[config.mk]
export PLATFORM = sky130hd
export DESIGN_NAME = kcd_combo_channel
export DESIGN_NICKNAME = d
export VERILOG_FILES = /design/src/rtl/kcd_pkg.sv /design/src/rtl/kcd_key_merge.sv /design/src/rtl/kcd_stage.sv /design/src/rtl/kcd_combo_channel.sv
export SDC_FILE = /design/constraint.sdc
export NUM_CORES = 1
export LEC_CHECK = 0
export ABC_AREA = 1
export ABC_CLOCK_PERIOD_IN_PS = 2090
export BUFFER_PORTS_ARGS = -buffer_cell sky130_fd_sc_hd__buf_2
export CORE_ASPECT_RATIO = 0.8
export CORE_MARGIN = 2
export CORE_UTILIZATION = 40
export CTS_CLUSTER_SIZE = 28
export DETAILED_ROUTE_END_ITERATION = 16
export GPL_TIMING_DRIVEN = 1
export PLACE_DENSITY = 0.7
export SLEW_MARGIN = 20
export SYNTH_ARGS = -nofsm -noshare
export SYNTH_HDL_FRONTEND = slang
export SYNTH_HIERARCHICAL = 1
export SYNTH_SLANG_ARGS = --single-unit
[constraint.sdc]
create_clock -name clk_i -period 2.09 [get_ports clk_i]
set_clock_uncertainty 0.1 [all_clocks]
set_input_delay 0.1045 -clock clk_i [delete_from_list [all_inputs] [get_ports clk_i]]
set_output_delay 0.1045 -clock clk_i [all_outputs]
set_load 0.02 [all_outputs]
[src/rtl/kcd_pkg.sv]
package kcd_pkg;
   typedef enum logic [1:0] {
      ST_IDLE = 2'd0,
      ST_DEB  = 2'd1,
      ST_HOLD = 2'd2,
      ST_DONE = 2'd3
   } kcd_state_e;

   localparam int NUM_ACT = 4;
   localparam int ACT_BAT = 0;
   localparam int ACT_IRQ = 1;
   localparam int ACT_EC  = 2;
   localparam int ACT_SYS = 3;
endpackage

[src/rtl/kcd_key_merge.sv]
module kcd_key_merge #(
   parameter int NKEYS = 4
) (
   input  logic [NKEYS-1:0] keys_n_i,
   input  logic [NKEYS-1:0] sel_i,
   output logic             merged_n_o
);
   logic [NKEYS-1:0] masked;

   generate
      for (genvar i = 0; i < NKEYS; i++) begin : g_key
         assign masked[i] = keys_n_i[i] & sel_i[i];
      end
   endgenerate

   // any selected key released keeps the combined line high
   assign merged_n_o = |masked;
endmodule

[src/rtl/kcd_stage.sv]
module kcd_stage
   import kcd_pkg::*;
#(
   parameter int TW        = 16,
   parameter bit EDGE_MODE = 1'b1
) (
   input  logic          clk_i,
   input  logic          rst_ni,
   input  logic          en_i,
   input  logic          sig_i,
   input  logic [TW-1:0] deb_i,
   input  logic [TW-1:0] hold_i,
   output logic          done_o
);
   kcd_state_e    state_q;
   logic [TW-1:0] cnt_q;
   logic          prev_q;
   logic          fire_q;
   logic          start;
   logic [TW-1:0] deb_lim;
   logic [TW-1:0] hold_lim;

   assign deb_lim  = (deb_i  == '0) ? TW'(1) : deb_i;
   assign hold_lim = (hold_i == '0) ? TW'(1) : hold_i;

   generate
      if (EDGE_MODE) begin : g_edge
         assign start  = prev_q & ~sig_i;
         assign done_o = fire_q;
      end else begin : g_level
         assign start  = ~sig_i;
         assign done_o = (state_q == ST_DONE) & ~fire_q;
      end
   endgenerate

   always_ff @(posedge clk_i or negedge rst_ni) begin
      if (!rst_ni) begin
         state_q <= ST_IDLE;
         cnt_q   <= '0;
         prev_q  <= 1'b1;
         fire_q  <= 1'b0;
      end else begin
         prev_q <= sig_i;
         fire_q <= 1'b0;
         if (!en_i) begin
            state_q <= ST_IDLE;
            cnt_q   <= '0;
         end else begin
            unique case (state_q)
               ST_IDLE: begin
                  if (start) begin
                     state_q <= ST_DEB;
                     cnt_q   <= TW'(1);
                  end
               end
               ST_DEB: begin
                  if (cnt_q >= deb_lim) begin
                     cnt_q   <= TW'(1);
                     state_q <= sig_i ? ST_IDLE : ST_HOLD;
                  end else begin
                     cnt_q <= cnt_q + TW'(1);
                  end
               end
               ST_HOLD: begin
                  if (sig_i) begin
                     state_q <= ST_IDLE;
                     cnt_q   <= '0;
                  end else if (cnt_q >= hold_lim) begin
                     state_q <= ST_DONE;
                     fire_q  <= EDGE_MODE;
                  end else begin
                     cnt_q <= cnt_q + TW'(1);
                  end
               end
               ST_DONE: begin
                  if (sig_i) begin
                     state_q <= ST_IDLE;
                     cnt_q   <= '0;
                  end
               end
               default: state_q <= ST_IDLE;
            endcase
         end
      end
   end

   assert_fire_low_R3: assert property (@(posedge clk_i) disable iff (!rst_ni)
      fire_q |-> !$past(sig_i));

   assert_pulse_single_R8: assert property (@(posedge clk_i) disable iff (!rst_ni)
      fire_q |=> !fire_q);

   assert_idle_disabled_R10: assert property (@(posedge clk_i) disable iff (!rst_ni)
      !en_i |=> (state_q == ST_IDLE && !fire_q));

   assert_level_drop_R6: assert property (@(posedge clk_i) disable iff (!rst_ni)
      (!EDGE_MODE && en_i && state_q == ST_DONE && sig_i) |=> !done_o);
endmodule

[src/rtl/kcd_combo_channel.sv]
module kcd_combo_channel
   import kcd_pkg::*;
#(
   parameter int NKEYS = 4,
   parameter int TW    = 16
) (
   input  logic             clk_i,
   input  logic             rst_ni,
   input  logic             en_i,
   input  logic [NKEYS-1:0] keys_n_i,
   input  logic [NKEYS-1:0] trig_sel_i,
   input  logic [NKEYS-1:0] pre_sel_i,
   input  logic [TW-1:0]    deb_i,
   input  logic [TW-1:0]    pre_hold_i,
   input  logic [TW-1:0]    combo_hold_i,
   input  logic [3:0]       act_en_i,
   input  logic             stat_clr_i,
   output logic             bat_off_o,
   output logic             irq_o,
   output logic             ec_rst_o,
   output logic             sys_rst_o,
   output logic             stat_o
);
   initial begin
      assert (NKEYS >= 1 && NKEYS <= 32) else $error("NKEYS out of range");
      assert (TW >= 2) else $error("TW too small");
   end

   logic trig_n, pre_n;
   logic pre_used, pre_ok, armed, hit;
   logic stat_q;
   logic [NUM_ACT-1:0] act_vec;

   kcd_key_merge #(.NKEYS(NKEYS)) i_trig_merge (
      .keys_n_i (keys_n_i),
      .sel_i    (trig_sel_i),
      .merged_n_o(trig_n)
   );

   kcd_key_merge #(.NKEYS(NKEYS)) i_pre_merge (
      .keys_n_i (keys_n_i),
      .sel_i    (pre_sel_i),
      .merged_n_o(pre_n)
   );

   assign pre_used = |pre_sel_i;

   kcd_stage #(.TW(TW), .EDGE_MODE(1'b0)) i_pre_stage (
      .clk_i  (clk_i),
      .rst_ni (rst_ni),
      .en_i   (en_i & pre_used),
      .sig_i  (pre_n),
      .deb_i  (deb_i),
      .hold_i (pre_hold_i),
      .done_o (pre_ok)
   );

   // gate opens when the level stage is done and the gate keys are still down
   assign armed = en_i & (~pre_used | (pre_ok & ~pre_n));

   kcd_stage #(.TW(TW), .EDGE_MODE(1'b1)) i_combo_stage (
      .clk_i  (clk_i),
      .rst_ni (rst_ni),
      .en_i   (armed),
      .sig_i  (trig_n),
      .deb_i  (deb_i),
      .hold_i (combo_hold_i),
      .done_o (hit)
   );

   assign act_vec   = {NUM_ACT{hit}} & act_en_i;
   assign bat_off_o = act_vec[ACT_BAT];
   assign irq_o     = act_vec[ACT_IRQ];
   assign ec_rst_o  = act_vec[ACT_EC];
   assign sys_rst_o = act_vec[ACT_SYS];

   always_ff @(posedge clk_i or negedge rst_ni) begin
      if (!rst_ni)         stat_q <= 1'b0;
      else if (hit)        stat_q <= 1'b1;
      else if (stat_clr_i) stat_q <= 1'b0;
   end
   assign stat_o = stat_q;

   assert_status_sticky_R9: assert property (@(posedge clk_i) disable iff (!rst_ni)
      (stat_o && !stat_clr_i) |=> stat_o);

   assert_status_set_R9: assert property (@(posedge clk_i) disable iff (!rst_ni)
      hit |=> stat_o);

   assert_armed_R5: assert property (@(posedge clk_i) disable iff (!rst_ni)
      (hit && pre_used) |-> $past(pre_ok));

   assert_action_mask_R8: assert property (@(posedge clk_i) disable iff (!rst_ni)
      (irq_o || bat_off_o || ec_rst_o || sys_rst_o) |-> hit);
endmodule

# ---- After elaboration in Yosys (flattened, before gate mapping)
# Cells that the tools add are included.
# Widths: inputs -> output; s select.
dict set report word_totals {
  reg_bits 39
  inputBits 68
  out_inout_bits 5
  wordCells 98
}
dict set report op_classes {
  n_addsub 2
  order_cmp 4
  eq_ne 16
  muxes 39
  bitwise_logic 17
  n_reduce_logical 13
}
# operator count
set ops {}
lappend ops {{$mux 16} 15}
lappend ops {{$pmux 16 s4} 2}
lappend ops {{$ge 16x16->1} 4}
lappend ops {{$logic_not 16->1} 3}
lappend ops {{$add 16x1->16 const B} 2}
lappend ops {{$mux 2} 14}
lappend ops {{$ne 3x3->1 const B} 6}
lappend ops {{$ne 4x4->1 const B} 4}
lappend ops {{$pmux 2 s4} 2}
lappend ops {{$and 1x1->1} 12}
lappend ops {{$reduce_or 4->1} 3}
lappend ops {{$eq 2x2->1 const B} 4}
lappend ops {{$reduce_and 4->1} 2}
lappend ops {{$mux 1} 6}
lappend ops {{$reduce_and 3->1} 2}
lappend ops {{$and 4x4->4} 1}
lappend ops {{$eq 2x1->1 const B} 2}
lappend ops {{$logic_not 2->1} 2}
lappend ops {{$not 1->1} 3}
lappend ops {{$reduce_bool 2->1} 1}
lappend ops {{$or 1x1->1} 1}

# ---- Logic depth before layout (Yosys ltp)
dict set report depth {
  word_depth 8
  mapped_depth 17
  depth_no_buf 16
}

# ---- Modules after synthesis
# Netlist, hierarchy kept.
# mod instances cells_each area_per_inst_um2 seq_area_each_um2
set by_module_without_submodules {}
lappend by_module_without_submodules {{kcd_stage (i_combo_stage)} 1 384 2524.9 501.7}
lappend by_module_without_submodules {{kcd_stage (i_pre_stage)} 1 392 2479.9 450.4}
lappend by_module_without_submodules {kcd_combo_channel 1 19 102.6 25.0}
lappend by_module_without_submodules {kcd_key_merge 2 9 33.8 0.0}

# ---- Worst setup path after synthesis
# Ideal clock, no wire load.
dict set report synth_timing {
  path_type {reg-to-reg}
  start {register i_combo_stage.cnt_q[13]}
  end {register i_combo_stage.cnt_q[3]}
  setup_time_ps 117
  arrival_ps 1627
  t_required_ps 1873
  setup_slack_ps 245
  path_stages_with_launch 13
  path_buffers 1
  period_less_slack_ps 1845
  path_cell_list {dfrtp_1 ha_1 nand2_1 inv_1 o21bai_1 nand2_1 a21oi_2 nand3_2 nand2_2 nand2_4 buf_6 nand2_1 nand2_1}
}
dict set report synth_via {
  elab_chain_len 4
  elab_cells_between_ends 7
  cone_classes {order compare (2); eq/ne (1); mux (3); reduce/logical (1)}
}
# item line_no
set synth_lines {}
lappend synth_lines {{start: declaration} kcd_stage.sv:16} ;# logic [TW-1:0] cnt_q;
lappend synth_lines {{start signal: assignment} kcd_stage.sv:61} ;# cnt_q <= cnt_q + TW'(1);
lappend synth_lines {{start signal: assignment} kcd_stage.sv:72} ;# cnt_q <= cnt_q + TW'(1);
lappend synth_lines {{$ge 16x16->1} kcd_stage.sv:57} ;# if (cnt_q >= deb_lim) begin
lappend synth_lines {{$mux 16} kcd_stage.sv:57}
lappend synth_lines {{$pmux 16 s4} kcd_stage.sv:49} ;# unique case (state_q)
lappend synth_lines {{$mux 16} kcd_stage.sv:45} ;# if (!en_i) begin
# Several ways; a longest one is shown, not always the timed one.
# A chain may end at the register's enable or synchronous reset.

# ---- Final worst setup path
dict set report layout_timing {
  start {register i_combo_stage.cnt_q[14]}
  end {register i_combo_stage.cnt_q[8]}
}
# The elaborated chain is that of the path after synthesis.

==> flow_metrics.env <==
export IMPL_grt_overflow=0
export IMPL_start_util=0.406
export IMPL_synth_seq_area_share=0.189
export IMPL_synth_flop_cell="dfrtp_1"
export IMPL_hold_path_class="input pin to flip-flop"
export IMPL_rrSetupSlack_ns=-0.02
export IMPL_synth_async_reset_ratio=1.00
export IMPL_failed_checks="setup timing"
export IMPL_slew_viol_final=0
export IMPL_io_buffers=72
export IMPL_hold_depth=5
export IMPL_crit_required_ns=2.22
export IMPL_worstRegToRegCells=10
export IMPL_htree_levels=2
export IMPL_grt_max_degree=27
export IMPL_timing_hold_violations_final=0
export IMPL_clkLatencyLatePin_ns=0.29
export IMPL_synthTopCellsByArea="dfrtp_1, nand2_1, ha_1"
export IMPL_areaGrowthSynthToFinish_pct=39.1
export IMPL_end_kind="flip-flop"
export IMPL_min_delay_start="trig_sel_i[1]"
export IMPL_max_clock_freq_mhz=473
export IMPL_yosys_warnings=6
export IMPL_postRouteWirelength_mm=15.0
export IMPL_die_area_sq_um=13900
export IMPL_cts_root_buf="clkbuf_16"
export IMPL_fin_crit_ns=2.11
export IMPL_viasPerCell=5.05
export IMPL_layout_nets=1097
export IMPL_start_kind="flip-flop"
export IMPL_critPathMaxFanout=7
export IMPL_antenna_found_initial=0
export IMPL_ys_ff_latch=39
export IMPL_power_density_nw_per_um2=366
export IMPL_first_global_vias=4993
export IMPL_tritoncts="built"
export IMPL_r2r_start="i_combo_stage/cnt_q[14]"
export IMPL_drtIter0Drc=424
export IMPL_worst_slew_pin_slew_ns=0.649
export IMPL_clock_sinks=39
export IMPL_clkTransAtPathRegs_ns=0.07
export IMPL_finalCritPeriodShare=1.01
export IMPL_r2r_end="i_combo_stage/cnt_q[8]"
export IMPL_grt_pass1_wl_mm=23.5
export IMPL_rsz0062_at_grt="true"
export IMPL_die_h_um=106
export IMPL_ys_types=34
export IMPL_drtPass1Iterations=6
export IMPL_vias=5747
export IMPL_routedWlPerCell_um=13.2
export IMPL_synthCells=813
export IMPL_synth_largest_area_cell="dfrtp_1"
export IMPL_drv_cap=0
export IMPL_cts_inserted_buffers=5
export IMPL_final_antenna_net_count=0
export IMPL_syn_nets=947
export IMPL_diodes=0
export IMPL_syn_area_per_cell_sq_um=6.37
export IMPL_worstPathArrival_ns=2.24
export IMPL_status="finished, violations left"
export IMPL_core_area_sq_um=12700
export IMPL_dp_hpwl_mm=11.4
export IMPL_num_io_pins=73
export IMPL_path_class="flip-flop to flip-flop"
export IMPL_yosysTopAreaCellShare=0.184
export IMPL_final_setup_tns_ns=-0.0231
export IMPL_dp_slack_ns=-0.382
export IMPL_p_leak_nw=4.12
export IMPL_hold_end="i_combo_stage/prev_q"
export IMPL_setup_ws_ns=-0.0231
export IMPL_drc=0
export IMPL_fp_row_count=37
export IMPL_die_w_um=131
export IMPL_grt_total_usage=0.205
export IMPL_layout_drive_gt1_share=0.311
export IMPL_synth_edf_count=0
export IMPL_irDropWorstVdd_uv=269
export IMPL_setup_viol=1
export IMPL_routabilityCongestion=0.880
export IMPL_syn_area_sq_um=5170
export IMPL_cts_buffer_depth=2
export IMPL_slew_headroom=0.567
[where the power goes]
part	switching, mW	leakage (nW)	internal, mW	total, mW
combinational	0.552	3.50	0.357	0.909
clock	0.323	0.0868	0.594	0.917
sequential	0.0239	0.527	0.785	0.809
total	0.899	4.12	1.74	2.64
[cells in the mapped netlist (7+ instances only)]
library cell,n
inv_1,150
nor2_1,38
nand4_1,44
nor4_1,16
xor2_1,14
nand2_2,7
dfrtp_1,38
nand3_1,80
nor2_2,8
o21ai_0,7
ha_1,66
a21oi_1,24
nand2_1,250
[state kept, by name, indices dropped and copies added (netlist names)]
signal and count:
i_combo_stage/cnt_q 16, i_combo_stage/done_o 1, i_combo_stage/prev_q 1, i_combo_stage/state_q 2, i_pre_stage/cnt_q 16, i_pre_stage/state_q 2
stat_o 1
[per-layer routing]
metal	vias to the layer above	global-route usage	routed length, um
met5	-	0	0
met4	0	0.0349	136
met3	14	0.0216	1100
met2	210	0.317	6320
met1	2584	0.309	7430
li1	2939	-	-
[worst max-delay path: stages (launching register included)]
cell and delay [ns]:
dfrtp_1 0.39, ha_1 0.29, nand2_2 0.11, o21bai_1 0.12, nand2_1 0.10, a21oi_4 0.19, nand3_4 0.12, a21oi_4 0.26
clkbuf_16 0.20, nand3_1 0.08, nand2_1 0.09
[stage by stage]
| stage | cell area, sq um | utilization | total power, mW | hold WS [ns] | cells |
|---|---|---|---|---|---|
| floorplan | 5170 | - | 1.28 | -0.291 | 813 |
| global placement | 6210 | 0.488 | 1.54 | 0.0605 | 1113 |
| detailed placement | 6210 | 0.488 | 1.55 | 0.0588 | 1113 |
| CTS | 6420 | 0.505 | 2.47 | 0.0338 | 1123 |
| global route | 7200 | 0.565 | 2.77 | 0.0581 | 1139 |
| finish | 7200 | 0.565 | 2.64 | 0.0252 | 1139 |
[cell families after synthesis]
logic type,count (synthesis),share of synthesized area
buffers and inverters,174,0.140
AOI/OAI and AO/OA,52,0.0653
adders and majority gates,66,0.160
xor gates and xnor gates,17,0.0288
and+or+nand+nor,465,0.418
DFF,39,0.189
[worst max-delay path by stage]
stage                       startpoint  slack [ns]                       to
6_report       i_combo_stage/cnt_q[14]       -0.02   i_combo_stage/cnt_q[8]
5_1_grt        i_combo_stage/cnt_q[14]       -0.11   i_combo_stage/cnt_q[8]
4_1_cts        i_combo_stage/cnt_q[15]       0.006  i_combo_stage/cnt_q[15]
3_5_place_dp                  deb_i[8]       -0.38  i_combo_stage/cnt_q[15]
3_3_place_gp                  deb_i[8]       -0.37  i_combo_stage/cnt_q[15]
2_1_floorplan  i_combo_stage/cnt_q[13]        0.25   i_combo_stage/cnt_q[3]
[cell usage in the layout (no fill, tap or decap), drive strengths merged]
cell type    instances
nand2              259
buf                156
inv                154
nand3               86
ha                  66
nor2                52
nand4               44
dfrtp               38
a21oi               29
nor4                16
xor2                14
o21ai               11
clkbuf               9
nor3                 8
o21bai               5
a41o                 4
xnor2                3
clkinv               3
dlygate4sd3          2
a21o                 2
bufinv               1
o211ai               1
dfstp                1
[area by class of cell]
type                    count  area [sq um]
fillers                  1170          5530
multi-input cells         600          4070
well taps                 175           219
clock inverters             2          35.0
repair buffers            161          1170
inverters                 156           586
flip-flops and latches     39           986
clock buffers               6           139
[what timing repair did]
action	CTS	global route
gates resized for setup	3	110
gates cloned	0	3
pin swaps	0	60
hold endpoints to repair	25	0
hold buffers	2	0
buffers inserted	0	13
setup endpoints to repair	10	36
Note: power is estimated with default switching activity, not from simulation.
